===== src/rtl/srt_pkg.sv =====
package srt_pkg;
    localparam int unsigned PKT_W = 16;
    localparam int unsigned DEV_W = 6;
    localparam int unsigned ADR_W = 12;
    localparam int unsigned OP_W  = 4;
    localparam int unsigned RX_W  = PKT_W + 2;
    localparam int unsigned CNT_W = $clog2(RX_W);
    localparam int unsigned BIT_W = $clog2(PKT_W);

    localparam logic [OP_W-1:0] OP_WRITE = 4'b0001;
    localparam logic [OP_W-1:0] OP_READ  = 4'b0010;

    typedef enum logic [2:0] {
        ST_IDLE,
        ST_REQ,
        ST_ADR,
        ST_DAT,
        ST_INT,
        ST_RCV,
        ST_DONE
    } srt_state_e;

    function automatic logic [PKT_W-1:0] build_req(
        input logic             wr,
        input logic             bc,
        input logic [DEV_W-1:0] dev
    );
        logic [OP_W-1:0] op;
        op = wr ? OP_WRITE : OP_READ;
        return {op, bc, dev, {(PKT_W-OP_W-1-DEV_W){1'b0}}};
    endfunction

    function automatic logic [PKT_W-1:0] build_adr(input logic [ADR_W-1:0] adr);
        return {{(PKT_W-ADR_W){1'b0}}, adr};
    endfunction
endpackage


===== src/rtl/srt_clkdiv.sv =====
module srt_clkdiv #(
    parameter int unsigned DIV = 4
) (
    input  logic clk,
    input  logic rst_n,
    input  logic run,
    output logic sck_hi,
    output logic fall_tick,
    output logic bit_last
);
    localparam int unsigned PH_W = (DIV > 2) ? $clog2(DIV) : 1;
    localparam int unsigned HALF = DIV / 2;
    localparam logic [PH_W-1:0] PH_LAST = PH_W'(DIV - 1);
    localparam logic [PH_W-1:0] PH_HALF = PH_W'(HALF);
    localparam logic [PH_W-1:0] PH_PRE  = PH_W'(HALF - 1);

    logic [PH_W-1:0] phase_q;

    always_ff @(posedge clk or negedge rst_n) begin
        if (!rst_n) begin
            phase_q <= '0;
        end else if (!run || phase_q == PH_LAST) begin
            phase_q <= '0;
        end else begin
            phase_q <= phase_q + 1'b1;
        end
    end

    // high half of the bit, then low half
    assign sck_hi    = run && (phase_q < PH_HALF);
    // last cycle before sck falls: the edge ending it is the sample point
    assign fall_tick = run && (phase_q == PH_PRE);
    assign bit_last  = run && (phase_q == PH_LAST);
endmodule


===== src/rtl/srt_pktgen.sv =====
module srt_pktgen
    import srt_pkg::*;
(
    input  srt_state_e       state,
    input  logic             wr,
    input  logic             bc,
    input  logic [DEV_W-1:0] dev,
    input  logic [ADR_W-1:0] adr,
    input  logic [PKT_W-1:0] wdata,
    input  logic [BIT_W-1:0] bit_idx,
    output logic             tx_bit
);
    logic [PKT_W-1:0] word;
    logic [BIT_W-1:0] pos;

    always_comb begin
        unique case (state)
            ST_REQ:  word = build_req(wr, bc, dev);
            ST_ADR:  word = build_adr(adr);
            ST_DAT:  word = wdata;
            default: word = '0;
        endcase
    end

    // MSB first
    assign pos    = BIT_W'(PKT_W - 1) - bit_idx;
    assign tx_bit = word[pos];
endmodule


===== src/rtl/srt_rxcap.sv =====
module srt_rxcap
    import srt_pkg::*;
(
    input  logic             clk,
    input  logic             rst_n,
    input  logic             clear,
    input  logic             sample,
    input  logic             sio_in,
    output logic [PKT_W-1:0] word,
    output logic             err
);
    logic [RX_W-1:0] sh_q;

    always_ff @(posedge clk or negedge rst_n) begin
        if (!rst_n) begin
            sh_q <= '0;
        end else if (clear) begin
            sh_q <= '0;
        end else if (sample) begin
            sh_q <= {sh_q[RX_W-2:0], sio_in};
        end
    end

    assign word = sh_q[RX_W-2:1];
    assign err  = sh_q[RX_W-1] | sh_q[0];
endmodule


===== src/rtl/srt_master.sv =====
module srt_master
    import srt_pkg::*;
#(
    parameter int unsigned DIV = 4
) (
    input  logic             clk,
    input  logic             rst_n,
    input  logic             req_valid,
    output logic             req_ready,
    input  logic             req_write,
    input  logic [DEV_W-1:0] req_dev,
    input  logic             req_bcast,
    input  logic [ADR_W-1:0] req_addr,
    input  logic [PKT_W-1:0] req_wdata,
    output logic             done,
    output logic [PKT_W-1:0] rd_data,
    output logic             frame_err,
    output logic             sck,
    output logic             cmd,
    output logic             sio_out,
    output logic             sio_oe,
    input  logic             sio_in
);
    localparam logic [CNT_W-1:0] PKT_END = CNT_W'(PKT_W - 1);
    localparam logic [CNT_W-1:0] RX_END  = CNT_W'(RX_W - 1);
    localparam logic [CNT_W:0]   CMD_HALVES = (CNT_W+1)'(4);

    srt_state_e       state_q, state_d;
    logic [CNT_W-1:0] bit_q;
    logic             wr_q, bc_q;
    logic [DEV_W-1:0] dev_q;
    logic [ADR_W-1:0] adr_q;
    logic [PKT_W-1:0] dat_q;
    logic [PKT_W-1:0] rd_q;
    logic             err_q;

    logic             run, sck_hi, fall_tick, bit_last;
    logic             accept, pkt_end, rx_end;
    logic             tx_bit;
    logic [PKT_W-1:0] rx_word;
    logic             rx_err;
    logic [CNT_W:0]   half_idx;

    assign run     = (state_q != ST_IDLE) && (state_q != ST_DONE);
    assign accept  = (state_q == ST_IDLE) && req_valid;
    assign pkt_end = bit_last && (bit_q == PKT_END);
    assign rx_end  = bit_last && (bit_q == RX_END);

    srt_clkdiv #(.DIV(DIV)) u_div (
        .clk       (clk),
        .rst_n     (rst_n),
        .run       (run),
        .sck_hi    (sck_hi),
        .fall_tick (fall_tick),
        .bit_last  (bit_last)
    );

    srt_pktgen u_tx (
        .state   (state_q),
        .wr      (wr_q),
        .bc      (bc_q),
        .dev     (dev_q),
        .adr     (adr_q),
        .wdata   (dat_q),
        .bit_idx (bit_q[BIT_W-1:0]),
        .tx_bit  (tx_bit)
    );

    srt_rxcap u_rx (
        .clk    (clk),
        .rst_n  (rst_n),
        .clear  (accept),
        .sample (fall_tick && (state_q == ST_RCV)),
        .sio_in (sio_in),
        .word   (rx_word),
        .err    (rx_err)
    );

    // next state
    always_comb begin
        state_d = state_q;
        unique case (state_q)
            ST_IDLE: if (req_valid) state_d = ST_REQ;
            ST_REQ:  if (pkt_end)   state_d = ST_ADR;
            ST_ADR:  if (pkt_end)   state_d = wr_q ? ST_DAT : ST_INT;
            ST_DAT:  if (pkt_end)   state_d = ST_INT;
            ST_INT:  if (pkt_end)   state_d = wr_q ? ST_DONE : ST_RCV;
            ST_RCV:  if (rx_end)    state_d = ST_DONE;
            ST_DONE:                state_d = ST_IDLE;
            default:                state_d = ST_IDLE;
        endcase
    end

    // state register and datapath registers
    always_ff @(posedge clk or negedge rst_n) begin
        if (!rst_n) begin
            state_q <= ST_IDLE;
            bit_q   <= '0;
            wr_q    <= 1'b0;
            bc_q    <= 1'b0;
            dev_q   <= '0;
            adr_q   <= '0;
            dat_q   <= '0;
            rd_q    <= '0;
            err_q   <= 1'b0;
        end else begin
            state_q <= state_d;
            if (state_d != state_q) begin
                bit_q <= '0;
            end else if (bit_last) begin
                bit_q <= bit_q + 1'b1;
            end
            if (accept) begin
                wr_q  <= req_write;
                bc_q  <= req_bcast;
                dev_q <= req_dev;
                adr_q <= req_addr;
                dat_q <= req_wdata;
                err_q <= 1'b0;
            end
            if ((state_q == ST_RCV) && rx_end) begin
                rd_q  <= rx_word;
                err_q <= rx_err;
            end
        end
    end

    // command pattern advances per half-period of sck
    assign half_idx = {bit_q, ~sck_hi};

    // outputs
    always_comb begin
        req_ready = 1'b0;
        done      = 1'b0;
        frame_err = 1'b0;
        sck       = 1'b0;
        cmd       = 1'b0;
        sio_out   = 1'b0;
        sio_oe    = 1'b1;
        unique case (state_q)
            ST_IDLE: req_ready = 1'b1;
            ST_REQ: begin
                sck     = sck_hi;
                sio_out = tx_bit;
                cmd     = (half_idx < CMD_HALVES);
            end
            ST_ADR, ST_DAT, ST_INT: begin
                sck     = sck_hi;
                sio_out = tx_bit;
            end
            ST_RCV: begin
                sck    = sck_hi;
                sio_oe = 1'b0;
            end
            ST_DONE: begin
                done      = 1'b1;
                frame_err = err_q;
            end
            default: req_ready = 1'b0;
        endcase
    end

    assign rd_data = rd_q;
endmodule


===== config.mk =====
export PLATFORM = sky130hd
export DESIGN_NAME = srt_master
export DESIGN_NICKNAME = d
export VERILOG_FILES = /design/src/rtl/srt_pkg.sv /design/src/rtl/srt_clkdiv.sv /design/src/rtl/srt_pktgen.sv /design/src/rtl/srt_rxcap.sv /design/src/rtl/srt_master.sv
export SDC_FILE = /design/constraint.sdc
export NUM_CORES = 1
export LEC_CHECK = 0
export BUFFER_PORTS_ARGS = -buffer_cell sky130_fd_sc_hd__buf_2
export CAP_MARGIN = 20
export CORE_ASPECT_RATIO = 0.75
export CORE_UTILIZATION = 61
export DETAILED_ROUTE_END_ITERATION = 16
export GPL_ROUTABILITY_DRIVEN = 0
export HOLD_SLACK_MARGIN = 0.12
export PLACE_DENSITY = 0.9
export SETUP_SLACK_MARGIN = 0.1
export SLEW_MARGIN = 15
export SYNTH_ARGS = -nofsm -noshare
export SYNTH_HDL_FRONTEND = slang
export SYNTH_HIERARCHICAL = 1
export SYNTH_SLANG_ARGS = --single-unit

===== constraint.sdc =====
create_clock -name clk -period 3.9 [get_ports clk]
set_clock_uncertainty 0.15 [all_clocks]
set_input_delay 0 -clock clk [delete_from_list [all_inputs] [get_ports clk]]
set_output_delay 0 -clock clk [all_outputs]
set_load 0.005 [all_outputs]

# Word level (Yosys, flattened, before mapping)
# Index checks and enable logic that the tools add are counted.
[word_totals] register_bits=81 latch_bits=0 ram_bits=0 romBits=0 inputBits=40 output_inout_bits=23 wordCells=76 memories=0
[classes] add_sub_neg=3 multipliers=0 n_div=0 magnitude_cmp=3 n_eq_ne=12 n_shift=0 n_mux=27 n_bitwise=2 reduce_logical=18
[op_table] op="16-bit one-hot mux with 3 select lines" count=1
[op_table] op="18-bit two-way mux" count=2
[op_table] op="3-bit two-way mux" count=7
[op_table] op="3-bit one-hot mux with 6 select lines" count=1
[op_table] op="1-bit two-way mux" count=10
[op_table] op="5-bit two-way mux" count=2
[op_table] op="3-bit equality test (second input constant)" count=3
[op_table] op="1-bit logical AND" count=9
[op_table] op="3-bit by 2-bit equality test with 1-bit output (second input constant)" count=2
[op_table] op="6-bit by 3-bit < comparator with 1-bit output (second input constant)" count=1
[op_table] op="2-bit two-way mux" count=3
[op_table] op="2-bit nonzero test" count=3
[op_table] op="5-bit by 1-bit adder with 5-bit output (second input constant)" count=1
[op_table] op="5-bit by 4-bit equality test with 1-bit output (second input constant)" count=1
[op_table] op="5-bit equality test (second input constant)" count=1
[op_table] op="4-bit by 5-bit < comparator with 1-bit output (second input constant)" count=1
[op_table] op="5-bit OR reduction" count=1
[op_table] op="1-bit binary-select mux with 4-bit select" count=1
[op_table] op="4-bit OR reduction" count=1
[op_table] op="4-bit subtractor (first input constant)" count=1
[op_table] op="3-bit by 1-bit equality test with 1-bit output (second input constant)" count=1
[op_table] op="3-bit logical NOT" count=1
[op_table] op="3-bit inequality test" count=1
[op_table] op="3-bit inequality test (second input constant)" count=1
[op_table] op="9 further kinds" count=9

# Longest topological paths before layout
[logic_depth] depth_word=8 ltp_mapped=11 depth_no_buf=8

# Cells and area by module
# Netlist, hierarchy kept.
[by_module_without_submodules] mod="srt_master" n_inst=1 cells_per_inst=261 area_per_inst_um2=2633.8
[by_module_without_submodules] mod="srt_rxcap" n_inst=1 cells_per_inst=75 area_per_inst_um2=865.8
[by_module_without_submodules] mod="srt_pktgen" n_inst=1 cells_per_inst=50 area_per_inst_um2=417.9
[by_module_without_submodules] mod="srt_clkdiv" n_inst=1 cells_per_inst=10 area_per_inst_um2=127.6

# Worst setup path before layout
# No wires, ideal clock.
[synth_path] path_kind="register to register" startpoint="register state_q[0]" endpoint="register rd_q[10] (netlist: rd_data[10])" setup_ps=125 arrival_ps=2180 t_required_ps=3625 setup_slack_ps=1445 path_stages_with_launch=10 synth_period_minus_slack_ps=2455 cell_sequence="dfrtp_1 clkbuf_1 nor2_1 nor2_1 and2_2 nand3_1 or4_1 buf_6 buf_6 mux2_4"
[synth_via] elab_chain_len=5 word_cells_on_any_way=7 cone_classes="eq/ne: 2; reduce/logical: 5"
[synth_lines] item="start: declaration" line_no="srt_master.sv:28" source="srt_state_e state_q, state_d;"
[synth_lines] item="start signal: assignment" line_no="srt_master.sv:107" source="state_q <= state_d;"
[synth_lines] item="3-bit inequality test or 3-bit nonzero test (tied branches)" line_no="srt_master.sv:44" source="assign run = (state_q != ST_IDLE) && (state_q != ST_DONE);"
[synth_lines] item="1-bit logical AND (*)" line_no="srt_master.sv:44"
[synth_lines] item="via run" line_no="srt_master.sv:37" source="logic run, sck_hi, fall_tick, bit_last;"
[synth_lines] item="1-bit logical AND (*)" line_no="srt_clkdiv.sv:33" source="assign bit_last = run && (phase_q == PH_LAST);"
[synth_lines] item="via bit_last" line_no="srt_master.sv:37"
[synth_lines] item="1-bit logical AND (*)" line_no="srt_master.sv:47" source="assign rx_end = bit_last && (bit_q == RX_END);"
[synth_lines] item="1-bit logical AND (*)" line_no="srt_master.sv:121" source="if ((state_q == ST_RCV) && rx_end) begin"
[synth_lines] item="end signal: assignment" line_no="srt_master.sv:122" source="rd_q <= rx_word;"
[synth_lines] item="end: declaration" line_no="srt_master.sv:34" source="logic [PKT_W-1:0] rd_q;"
# The timed path passes the listed nets; every way through them passes the cells marked *.
# A chain may end at the register's enable or synchronous reset.

# Worst setup path after layout
[layout_path] startpoint="register state_q[2]" endpoint="register rd_q[12] (netlist: rd_data[12])"
# The elaborated chain is that of the path after synthesis.

==> results by group <==
Run status
  – Status: finished, final reports clean

Cells and area
  – Final instance area: 0.005064 mm2
  – Core Util, Final: 0.7974
  – Area Growth Syn to Fin: 25.18%
  – Multi-input gate area: 0.001679 mm2
  – Diode count: 0
  – Non-filler cells, final: 584
  – Most common cell after layout, fill and taps aside: nand2_1
  – Nets: 543
  – Register Area: 0.002027 mm2
  – Fill count: 355
  – Commonest cells after routing, fill and taps aside: 116 x nand2_1, 81 x dfrtp_1, 63 x dlygate4sd3_1, 61 x buf_2, 30 x nor2_1
  – Share of cells above drive strength 1: 0.2386

Power
  – Pleak: 2.546 nW
  – PwrDens: 323.2 mW/mm2
  – Max rail drop VDD: 310.5 uV

Die
  – Row Count: 25
  – Initial Utilization: 0.6370
  – Die Ht: 72.53 um
  – Top-level port count: 63
  – CORE AREA: 0.006350 mm2
  – Die width: 96.03 um
  – DIE AREA: 0.006965 mm2

Yosys
  – Post-Synthesis Cell Area: 0.004045 mm2
  – Area contributors post-synth: dfrtp_1 50%, nand2_1 11%, mux2i_1 4.9%
  – Cell accounting for the most synthesized area: dfrtp_1
  – Synthesis warning total: 6
  – FFs w/ async S/R, synth: 1.000
  – Number of synthesized register bits: 81
  – Top_reg_cell synth: dfrtp_1
  – Syn Inst Count: 396
  – Post-synth EDFFs: 0
  – Top-area cell type share of the netlist area: 0.5011
  – Post-synth cell types: 55
  – Sequential fraction of the synthesis area: 0.5011
  – Mean Syn Cell Area: 10.21 um2
  – Post-synthesis net count: 441

Placed design
  – Detailed placer's ending HPWL: 5392 um
  – Placed cell area: 0.004180 mm2
  – DP Cell Count: 504
  – Input/output buffers: 62

Timing
  – RSZ-0062 raised after global routing: false
  – Worst slew pin tran: 0.9521 ns
  – Setup_tns: 0 ns
  – Final Hold Fails: 0
  – Max-slew violations: 0
  – Final setup fails: 0
  – Crit share post-route: 0.8335
  – Max Freq: 0.3076 GHz
  – Max-slew headroom: 0.3653
  – Minimum hold slack: 0.2119 ns
  – Post-layout minimum cycle time: 3.251 ns

CTS
  – Largest buffer count on any clock path: 2
  – CTS tree: yes
  – Reg clk slew, reported paths: 0.10 ns
  – Worst-Skew Late Latency: 0.37 ns
  – Sink Count: 81
  – Root Buffer: clkbuf_8
  – PostCTS Resize Cnt: 0
  – TritonCTS buffer count: 9
  – Htree depth: 3

Critical path
  – R2R Path End: rd_data[12]
  – Required @ worst endpoint: 4.00 ns
  – R2r worst-path depth: 6
  – Worst setup slack for register-to-register paths: 0.65 ns
  – Startpoint types: flip-flop
  – Crit path kind: reg -> reg
  – Setup crit end kind: flip-flop
  – Crit path arrival time: 3.35 ns
  – Peak fanout along the critical path: 18
  – R2r startpoint: state_q[2]

GRT
  – Total Routing Usage GR: 0.3177
  – Largest net degree at the start of global routing: 82
  – Initial antenna violation count: 0
  – First-pass GRT wire length: 16460 um
  – GRT overflow: 0
  – Vias in the first global route: 3370

Detailed routing
  – DRT iter0 DRCs: 377
  – Antenna Nets Post-Route: 0
  – Number of iterations in the first detailed-routing pass: 5
  – DRT Wirelength: 10700 um
  – Vias per Instance: 5.873
  – Vias: 3430
  – DR DRC count: 0
  – Avg WL per Cell: 18.32 um

Worst hold path
  – Worst hold start: req_wdata[0]
  – Cells on Worst Hold Path: 4
  – Hold Path Class: in -> reg
  – Hold endpoint: dat_q[0]

Run
  – Maxcap violations: 0
## per-layer routing
metal	wire length, um	global-route usage
met1	4342	0.4147
met2	5129	0.5067
met3	804	0.08491
met4	425	0.1277
met5	0	0
## kinds of logic (layout without fill, tap and decap cells)
group	after synthesis	in the layout	share of synthesized area
simple gates	181	181	0.1977
compound gates	30	30	0.05228
fa+ha+maj	5	5	0.01547
xor+xnor	4	4	0.008662
flops	81	81	0.5011
mux	48	48	0.1404
buf+inv	47	154	0.08444
## where the power goes
part	leakage [nW]	internal, mW	switching [mW]	total [mW]
combinational	1.41	0.0424	0.0287	0.0711
sequential	1.02	0.839	0	0.839
clock	0.118	0.375	0.351	0.726
total	2.55	1.26	0.380	1.64
## worst max path at each step
stage,start,end,slack [ns],cells after the start
3_5_place_dp,state_q[2],rd_data[10],0.81,6
2_1_floorplan,state_q[0],rd_data[10],1.45,9
5_1_grt,state_q[2],rd_data[12],0.53,6
6_report,state_q[2],rd_data[12],0.65,6
4_1_cts,state_q[2],rd_data[13],0.78,6
3_3_place_gp,state_q[2],rd_data[8],0.99,6
## state kept, by name, summed over array words and instances, names as in the netlist
name / flops
adr_q: 12
bc_q: 1
bit_q: 5
dat_q: 16
dev_q: 6
err_q: 1
rd_data: 16
state_q: 3
u_div/phase_q: 2
u_rx/sh_q: 18
wr_q: 1
## worst max-delay path: stages, from the launching register on
cell	delay, ns
dfrtp_1	0.69
nor3_1	0.23
nor2_1	0.26
and2_2	0.34
nand3_1	0.15
or4_1	0.84
mux2_4	0.46
## area by class of cell
class	instances	area share
clock inverter	7	0.02150
sequential	81	0.4003
tap	81	0.02001
clock buffer	9	0.02446
multi-input combinational	268	0.3316
timing repair buffer	130	0.1962
inverter	8	0.005930
## through the flow
stage	power [mW]	setup slack, ns
4_1_cts	1.624	0.7830
2_1_floorplan	0.8565	1.445
3_3_place_gp	0.8909	0.9876
5_1_grt	1.681	0.5281
3_5_place_dp	0.8919	0.8106
6_report	1.637	0.6495
## synth_stat cells, drive strengths merged (4+ instances only)
master,n
nand2,116
nand3,6
ha,5
mux2i,20
nor2,31
buf,34
o21ai,6
a22oi,4
mux2,26
inv,8
clkbuf,5
dfrtp,81
## what timing repair did
action | 4_1_cts | 5_1_grt
endpoints found under the hold margin | 119 | 38
hold buffers | 62 | 1
buffers inserted | 0 | 0
(Power assumes the default switching activity.)
